**config.mk**
```make
export PLATFORM = sky130hd
export DESIGN_NAME = pin_mux_gpio
export DESIGN_NICKNAME = d
export VERILOG_FILES = /design/src/rtl/gpio_pkg.sv /design/src/rtl/gpio_sync.sv /design/src/rtl/gpio_regs.sv /design/src/rtl/gpio_pad_mux.sv /design/src/rtl/pin_mux_gpio.sv
export SDC_FILE = /design/constraint.sdc
export NUM_CORES = 1
export LEC_CHECK = 0
export BUFFER_PORTS_ARGS = -buffer_cell sky130_fd_sc_hd__clkbuf_2
export CAP_MARGIN = 25
export CORE_ASPECT_RATIO = 1.25
export CORE_MARGIN = 8
export CORE_UTILIZATION = 48
export DETAILED_ROUTE_END_ITERATION = 10
export PLACE_DENSITY = 0.76
export SYNTH_ARGS = -nofsm -noshare
export SYNTH_HDL_FRONTEND = slang
export SYNTH_SLANG_ARGS = --single-unit
```
**constraint.sdc**
```tcl
create_clock -name clk -period 1.33 [get_ports clk]
set_clock_uncertainty 0.1 [all_clocks]
set_input_delay 0.133 -clock clk [delete_from_list [all_inputs] [get_ports clk]]
set_output_delay 0.133 -clock clk [all_outputs]
set_load 0.02 [all_outputs]
```
**src/rtl/gpio_pkg.sv**
```systemverilog
package gpio_pkg;
   typedef enum logic [2:0] {
      REG_MODE  = 3'd0,
      REG_DIR   = 3'd1,
      REG_DATA  = 3'd2,
      REG_LEVEL = 3'd3,
      REG_STAT  = 3'd4,
      REG_NMIEN = 3'd5
   } reg_idx_e;

   // Fixed direction of each alternate function, 1 = drives the pad
   localparam logic [13:0] ALT_DRIVES = 14'h35F5;
   localparam int unsigned PIN_COUNT  = 14;
endpackage

```
**src/rtl/gpio_sync.sv**
```systemverilog
module gpio_sync #(
   parameter int unsigned WIDTH  = 14,
   parameter int unsigned STAGES = 2
) (
   input  logic             clk,
   input  logic             rst_n,
   input  logic [WIDTH-1:0] d_i,
   output logic [WIDTH-1:0] q_o
);
   if (STAGES < 2) begin : g_bad_stages
      $error("gpio_sync needs at least two stages");
   end

   logic [STAGES-1:0][WIDTH-1:0] chain_q;

   for (genvar s = 0; s < STAGES; s++) begin : g_stage
      always_ff @(posedge clk or negedge rst_n) begin
         if (!rst_n) begin
            chain_q[s] <= '0;
         end else if (s == 0) begin
            chain_q[s] <= d_i;
         end else begin
            chain_q[s] <= chain_q[(s == 0) ? 0 : s-1];
         end
      end
   end

   assign q_o = chain_q[STAGES-1];
endmodule

```
**src/rtl/gpio_regs.sv**
```systemverilog
module gpio_regs
   import gpio_pkg::*;
#(
   parameter int unsigned NUM_PINS = 14
) (
   input  logic                clk,
   input  logic                rst_n,
   input  logic                wr_en,
   input  reg_idx_e            idx,
   input  logic                idx_ok,
   input  logic [NUM_PINS-1:0] wdata,
   input  logic [NUM_PINS-1:0] pin_val,
   output logic [NUM_PINS-1:0] mode_q,
   output logic [NUM_PINS-1:0] dir_q,
   output logic [NUM_PINS-1:0] dout_q,
   output logic [NUM_PINS-1:0] level_q,
   output logic [NUM_PINS-1:0] stat_q,
   output logic [NUM_PINS-1:0] nmien_q,
   output logic [NUM_PINS-1:0] rdata
);
   logic                wr_ok;
   logic                stat_wr;
   logic [NUM_PINS-1:0] match;

   assign wr_ok   = wr_en && idx_ok;
   assign stat_wr = wr_ok && (idx == REG_STAT);
   assign match   = ~(pin_val ^ level_q);

   always_ff @(posedge clk or negedge rst_n) begin
      if (!rst_n) begin
         mode_q  <= '0;
         dir_q   <= '0;
         dout_q  <= '0;
         level_q <= '0;
         nmien_q <= '0;
      end else if (wr_ok) begin
         case (idx)
            REG_MODE:  mode_q  <= wdata;
            REG_DIR:   dir_q   <= wdata;
            REG_DATA:  dout_q  <= wdata;
            REG_LEVEL: level_q <= wdata;
            REG_NMIEN: nmien_q <= wdata;
            default:   ;
         endcase
      end
   end

   // Sticky status: write-0 clears, a new match always wins
   always_ff @(posedge clk or negedge rst_n) begin
      if (!rst_n) begin
         stat_q <= '0;
      end else begin
         stat_q <= (stat_wr ? (stat_q & wdata) : stat_q) | match;
      end
   end

   always_comb begin
      rdata = '0;
      if (idx_ok) begin
         case (idx)
            REG_MODE:  rdata = mode_q;
            REG_DIR:   rdata = dir_q;
            REG_DATA:  rdata = pin_val;
            REG_LEVEL: rdata = level_q;
            REG_STAT:  rdata = stat_q;
            REG_NMIEN: rdata = nmien_q;
            default:   rdata = '0;
         endcase
      end
   end

   p_sticky_r7: assert property (@(posedge clk) disable iff (!rst_n)
      !stat_wr |=> ((stat_q & $past(stat_q)) == $past(stat_q)));

   p_match_sets_r7: assert property (@(posedge clk) disable iff (!rst_n)
      (match != '0) |=> ((stat_q & $past(match)) == $past(match)));

   p_clear_r8: assert property (@(posedge clk) disable iff (!rst_n)
      stat_wr |=> ((stat_q & ~($past(wdata) | $past(match))) == '0));
endmodule

```
**src/rtl/gpio_pad_mux.sv**
```systemverilog
module gpio_pad_mux #(
   parameter int unsigned   NUM_PINS  = 14,
   parameter logic [NUM_PINS-1:0] ALT_DIR = '0
) (
   input  logic [NUM_PINS-1:0] mode_i,
   input  logic [NUM_PINS-1:0] dir_i,
   input  logic [NUM_PINS-1:0] dout_i,
   input  logic [NUM_PINS-1:0] alt_src_i,
   output logic [NUM_PINS-1:0] pad_out_o,
   output logic [NUM_PINS-1:0] pad_oe_o
);
   for (genvar p = 0; p < NUM_PINS; p++) begin : g_pin
      if (ALT_DIR[p]) begin : g_alt_out
         assign pad_out_o[p] = mode_i[p] ? alt_src_i[p] : dout_i[p];
         assign pad_oe_o[p]  = mode_i[p] | dir_i[p];
      end else begin : g_alt_in
         assign pad_out_o[p] = mode_i[p] ? 1'b0 : dout_i[p];
         assign pad_oe_o[p]  = ~mode_i[p] & dir_i[p];
      end
   end
endmodule

```
**src/rtl/pin_mux_gpio.sv**
```systemverilog
module pin_mux_gpio
   import gpio_pkg::*;
#(
   parameter int unsigned NUM_PINS    = 14,
   parameter int unsigned DATA_W      = 32,
   parameter int unsigned ADDR_W      = 5,
   parameter int unsigned SYNC_STAGES = 2
) (
   input  logic                clk,
   input  logic                rst_n,
   input  logic                bus_sel,
   input  logic                bus_wr,
   input  logic [ADDR_W-1:0]   bus_addr,
   input  logic [DATA_W-1:0]   bus_wdata,
   output logic [DATA_W-1:0]   bus_rdata,
   input  logic [NUM_PINS-1:0] pad_in,
   output logic [NUM_PINS-1:0] pad_out,
   output logic [NUM_PINS-1:0] pad_oe,
   input  logic                uart_tx_i,
   input  logic                uart_rts_i,
   input  logic [3:0]          addr_hi_i,
   input  logic                dbg_i,
   input  logic                pci_gnt4_i,
   input  logic                pci_gnt5_i,
   input  logic                pci_msgint_i,
   output logic                uart_rx_o,
   output logic                uart_cts_o,
   output logic                pci_req4_o,
   output logic                pci_req5_o,
   output logic                irq_o,
   output logic                nmi_o
);
   localparam int unsigned WORD_LSB = 2;
   localparam int unsigned IDX_W    = ADDR_W - WORD_LSB;

   if (NUM_PINS != PIN_COUNT) begin : g_bad_pins
      $error("alternate function map is fixed at 14 pins");
   end
   if (DATA_W < NUM_PINS || ADDR_W < 5) begin : g_bad_bus
      $error("bus too narrow for the register map");
   end

   logic [NUM_PINS-1:0] pin_sync, mode_q, dir_q, dout_q, level_q, stat_q, nmien_q;
   logic [NUM_PINS-1:0] rd_val, alt_src;
   logic [IDX_W-1:0]    word_idx;
   logic                idx_ok;
   reg_idx_e            idx;
   logic                unused_bits;

   assign word_idx    = bus_addr[ADDR_W-1:WORD_LSB];
   assign idx_ok      = (word_idx <= IDX_W'(REG_NMIEN));
   assign idx         = reg_idx_e'(word_idx[2:0]);
   assign unused_bits = ^{bus_wdata[DATA_W-1:NUM_PINS], bus_addr[WORD_LSB-1:0]};

   gpio_sync #(.WIDTH(NUM_PINS), .STAGES(SYNC_STAGES)) sync_i (
      .clk(clk), .rst_n(rst_n), .d_i(pad_in), .q_o(pin_sync));

   gpio_regs #(.NUM_PINS(NUM_PINS)) regs_i (
      .clk(clk), .rst_n(rst_n), .wr_en(bus_sel && bus_wr), .idx(idx),
      .idx_ok(idx_ok), .wdata(bus_wdata[NUM_PINS-1:0]), .pin_val(pin_sync),
      .mode_q(mode_q), .dir_q(dir_q), .dout_q(dout_q), .level_q(level_q),
      .stat_q(stat_q), .nmien_q(nmien_q), .rdata(rd_val));

   always_comb begin
      alt_src     = '0;
      alt_src[0]  = uart_tx_i;
      alt_src[2]  = uart_rts_i;
      alt_src[7:4] = addr_hi_i;
      alt_src[8]  = dbg_i;
      alt_src[10] = pci_gnt4_i;
      alt_src[12] = pci_gnt5_i;
      alt_src[13] = pci_msgint_i;
   end

   gpio_pad_mux #(.NUM_PINS(NUM_PINS), .ALT_DIR(ALT_DRIVES)) mux_i (
      .mode_i(mode_q), .dir_i(dir_q), .dout_i(dout_q), .alt_src_i(alt_src),
      .pad_out_o(pad_out), .pad_oe_o(pad_oe));

   assign bus_rdata  = {{(DATA_W-NUM_PINS){1'b0}}, rd_val};
   assign uart_rx_o  = pin_sync[1];
   assign uart_cts_o = pin_sync[3];
   assign pci_req4_o = pin_sync[9];
   assign pci_req5_o = pin_sync[11];
   assign irq_o      = |stat_q;
   assign nmi_o      = |(stat_q & nmien_q);

   p_alt_dir_r5: assert property (@(posedge clk) disable iff (!rst_n)
      ((pad_oe & mode_q) == (ALT_DRIVES & mode_q)));

   p_gpio_dir_r3: assert property (@(posedge clk) disable iff (!rst_n)
      ((pad_oe & ~mode_q) == (dir_q & ~mode_q)));

   p_nmi_in_irq_r9: assert property (@(posedge clk) disable iff (!rst_n)
      nmi_o |-> irq_o);

   p_upper_zero_r2: assert property (@(posedge clk) disable iff (!rst_n)
      (bus_rdata[DATA_W-1:NUM_PINS] == '0));
endmodule

```
==> impl_metrics.toml <==
[timing]
grt_setup_unrepaired = "true"
finalHoldViolCount = 0
setup_ws_ns = -0.441
fmax_ghz = 0.565
tns_ns = -8.92
fin_crit_sh_pct = 133
setup_violations = 40
slew_viol_final = 0
worst_pin_slew_ns = 0.519
min_period_ns = 1.77
slew_headroom_pct = 65.2

[grt]
gr-total-overflow = 0
grt_max_degree = 57
antenna_found_initial = 0
grt_pass1_vias = 4542
grt_pass1_wl_mm = 24.0
grt_usage_pct = 21.3

[layout]
post-route-cell-area_mm2 = 0.00794
num_antenna_cells = 0
drive_gt1_share_pct = 64.1
nNetsFinal = 667
instances_no_fill = 739
area_delta_synth_final_pct = 52.7

[routing]
vias = 4177
remaining_drc_errors = 0
antenna_left = 0
drt-wirelength-per-cell_um = 21.1
avgViaCountPerCell = 5.65
wl_mm = 15.6
drt_pass1_iterations = 4
first_iter_violations = 190

[logic_synthesis]
ys_ff_latch = 112
synth_ff_type = "dfrtp_1"
ys_warn_count = 0
synth_edf_count = 0
ys_seq_area_share_pct = 53.9
synthArstFlopShare_pct = 100
avgSynthCellArea_um2 = 12.9
yosys.area.top_type = "dfrtp_1"
syn_inst = 403
syn-cell-area_mm2 = 0.00520
netlist.area_leader.share_pct = 53.9
ys_types = 39
synthTopCellsByArea = "dfrtp_1 54%, mux2_2 21%, a22oi_1 2.7%"

[critical_path]
critPathMaxFanout = 2
r2r-start = "regs_i.dir_q[3]$_DFFE_PN0P_"
r2r_slack_ns = 0.09
crit_chain = "a22o_1 -> a221oi_2 -> nand4_1 -> clkbuf_8"
reg2regPathDepth = 4
worst_setup_path_start_kind = "flip-flop"
setup.worst_path.end_class = "output port"
cp-startpoint = "regs_i.nmien_q[8]$_DFFE_PN0P_"
crit_arrival_ns = 1.54
critPathSlowestCell = "dfrtp_1"
criticalPathCategory = "reg2out"
critPathRequiredTime_ns = 1.10
critPathMaxStageDelay_ns = 0.39
reg2reg_to = "regs_i.dir_q[3]$_DFFE_PN0P_"

[clocking]
clockRootBuffer = "clkbuf_16"
cts_tree = "done"
clock_sinks = 112
clock_latency_ns = 0.35
clk_pin_slew_worst_paths_ns = 0.07
h-tree-depth = 3
numCtsBuffers = 9
cts_buffer_depth = 2

[hold_path]
worstHoldStart = "bus_wdata[9]"
hold_end = "regs_i.dout_q[9]$_DFFE_PN0P_"
hold_path_class = "in2reg"
hold_depth = 2

[die]
start_util_pct = 49.2
die_x_um = 109
ios = 131
core_mm2 = 0.0106
fp.dieH_um = 132
rows = 42
die_area_mm2 = 0.0144

[placed_design]
portBuffers = 92
place_inst = 678
dpl_cell_area_mm2 = 0.00646
place.gp.congestion = 0.832
dp_hpwl_mm = 9.81

[outcome]
violations = "negative setup slack"
status = "finished, violations left"

[job]
maxCapViolations = 0

[power]
ir_drop_uv = 1060
p_per_area_mw_per_mm2 = 1420
leakagePower_nw = 3.64
-- worst max-delay path, delay by kind of cell (launching register included) --
kind	cells	cell delay, ns
flip-flops	1	0.39
AO/OA/AOI/OAI	2	0.43
AND/OR/NAND/NOR	1	0.18
buffers and inverters	1	0.20
-- cells in the mapped netlist (all sizes together), types with 4 or more instances --
master	number
o21ai	4
a21oi	11
nand2	17
dfrtp	112
nor2b	11
a22oi	19
o41ai	14
or2	11
mux2i	5
clkbuf	7
o22ai	4
mux2	99
o221ai	4
xor2	14
buf	33
nor3b	7
-- layer usage --
| metal | part of all wire (%) | vias to the layer above | track usage, % |
|---|---|---|---|
| li1 | - | 1837 | - |
| met1 | 38 | 2133 | 25.4 |
| met2 | 52 | 172 | 35.7 |
| met3 | 6.8 | 35 | 3.67 |
| met4 | 3.3 | 0 | 9.99 |
| met5 | 0 | - | 0 |
-- state kept, by name (all words and copies together) (netlist names) --
register	cells
regs_i.dir_q	14
regs_i.dout_q	14
regs_i.level_q	14
regs_i.mode_q	14
regs_i.nmien_q	14
regs_i.stat_q	14
sync_i.chain_q	14
sync_i.q_o	14
-- power by group --
| part | switching [mW] | internal [mW] | leakage (nW) | total, mW |
|---|---|---|---|---|
| Clock | 1.20 | 1.67 | 0.159 | 2.87 |
| Combinational | 1.60 | 2.34 | 2.18 | 3.93 |
| Sequential | 0.492 | 3.96 | 1.30 | 4.46 |
-- worst max-delay path by stage --
stage / end / cells past startpoint
2_1_floorplan: regs_i.mode_q[12]$_DFFE_PN0P_ / 4
3_3_place_gp: regs_i.dir_q[13]$_DFFE_PN0P_ / 6
3_5_place_dp: regs_i.dir_q[1]$_DFFE_PN0P_ / 6
4_1_cts: nmi_o / 4
5_1_grt: nmi_o / 4
6_report: nmi_o / 4
-- through the flow --
| stage | power (mW) | hold slack [ns] | worst slack, ns | utilization (%) |
|---|---|---|---|---|
| final | 11.3 | 0.0101 | -0.441 | 75.1 |
| after global routing | 11.7 | 0.0144 | -0.488 | 75.1 |
| after detailed placement | 7.13 | 0.0681 | -0.254 | 61.2 |
| after global placement | 7.01 | 0.0643 | -0.210 | 61.2 |
| after floorplan | 6.10 | -0.263 | -0.0917 | - |
| after CTS | 10.7 | 0.00241 | -0.457 | 71.5 |
-- area by class of cell --
type	instances	area, um^2
Clock inverter	2	35.0
Fill cell	618	2630
Inverter	1	3.75
Clock buffer	14	284
Tap cell	132	165
Sequential cell	112	2810
Multi-Input combinational cell	267	2750
Timing Repair Buffer	211	1890
-- placed cells by master (no fill, tap or decap), types with 2 or more instances in the layout --
| cell type | netlist | layout |
|---|---|---|
| dfrtp_1 | 112 | 105 |
| buf_4 | 19 | 82 |
| mux2_2 | 98 | 62 |
| clkbuf_2 | 0 | 48 |
| mux2_4 | 0 | 37 |
| buf_6 | 1 | 28 |
| conb_1 | 1 | 18 |
| clkbuf_8 | 0 | 18 |
| dlygate4sd3_1 | 0 | 17 |
| nand2_1 | 17 | 15 |
| xor2_1 | 14 | 14 |
| o41ai_1 | 14 | 14 |
| a22oi_2 | 0 | 14 |
| buf_8 | 0 | 14 |
| or2_4 | 0 | 10 |
| a21oi_2 | 0 | 9 |
| clkbuf_16 | 0 | 9 |
| buf_12 | 0 | 7 |
| dfrtp_2 | 0 | 7 |
| mux2i_1 | 5 | 5 |
| nor2b_1 | 11 | 5 |
| a22oi_1 | 19 | 5 |
| nor2b_4 | 0 | 5 |
| o221ai_2 | 0 | 4 |
| o22ai_2 | 0 | 4 |
| nor3b_1 | 6 | 3 |
| o21ai_2 | 0 | 3 |
| nand4_1 | 3 | 3 |
| nand3_1 | 2 | 2 |
| a32oi_2 | 0 | 2 |
| a221oi_4 | 0 | 2 |
| nor2_1 | 3 | 2 |
| and3_4 | 0 | 2 |
| nor3b_2 | 1 | 2 |
| nand2_2 | 0 | 2 |
| nor3b_4 | 0 | 2 |
| nor4_2 | 0 | 2 |
-- logic make-up after synthesis --
family                    Yosys count  share of synthesized area (%)
AOI/OAI and AO/OA                  65                           9.17
buffers and inverters              41                           4.74
xor gates and xnor gates           14                           2.36
other                               1                         0.0722
and+or+nand+nor                    66                           7.32
muxes                             104                           22.4
DFF                               112                           53.9
-- repair_timing --
item / 4_1_cts / 5_1_grt
setup endpoints to repair: 39 / 44
resized for setup: 126 / 92
pin swaps: 18 / 16
cloned: 0 / 0
endpoints found under the hold margin: 131 / 0
setup buffers: 12 / 20
hold buffers: 17 / 0
Note: power is estimated with default switching activity, not from simulation.
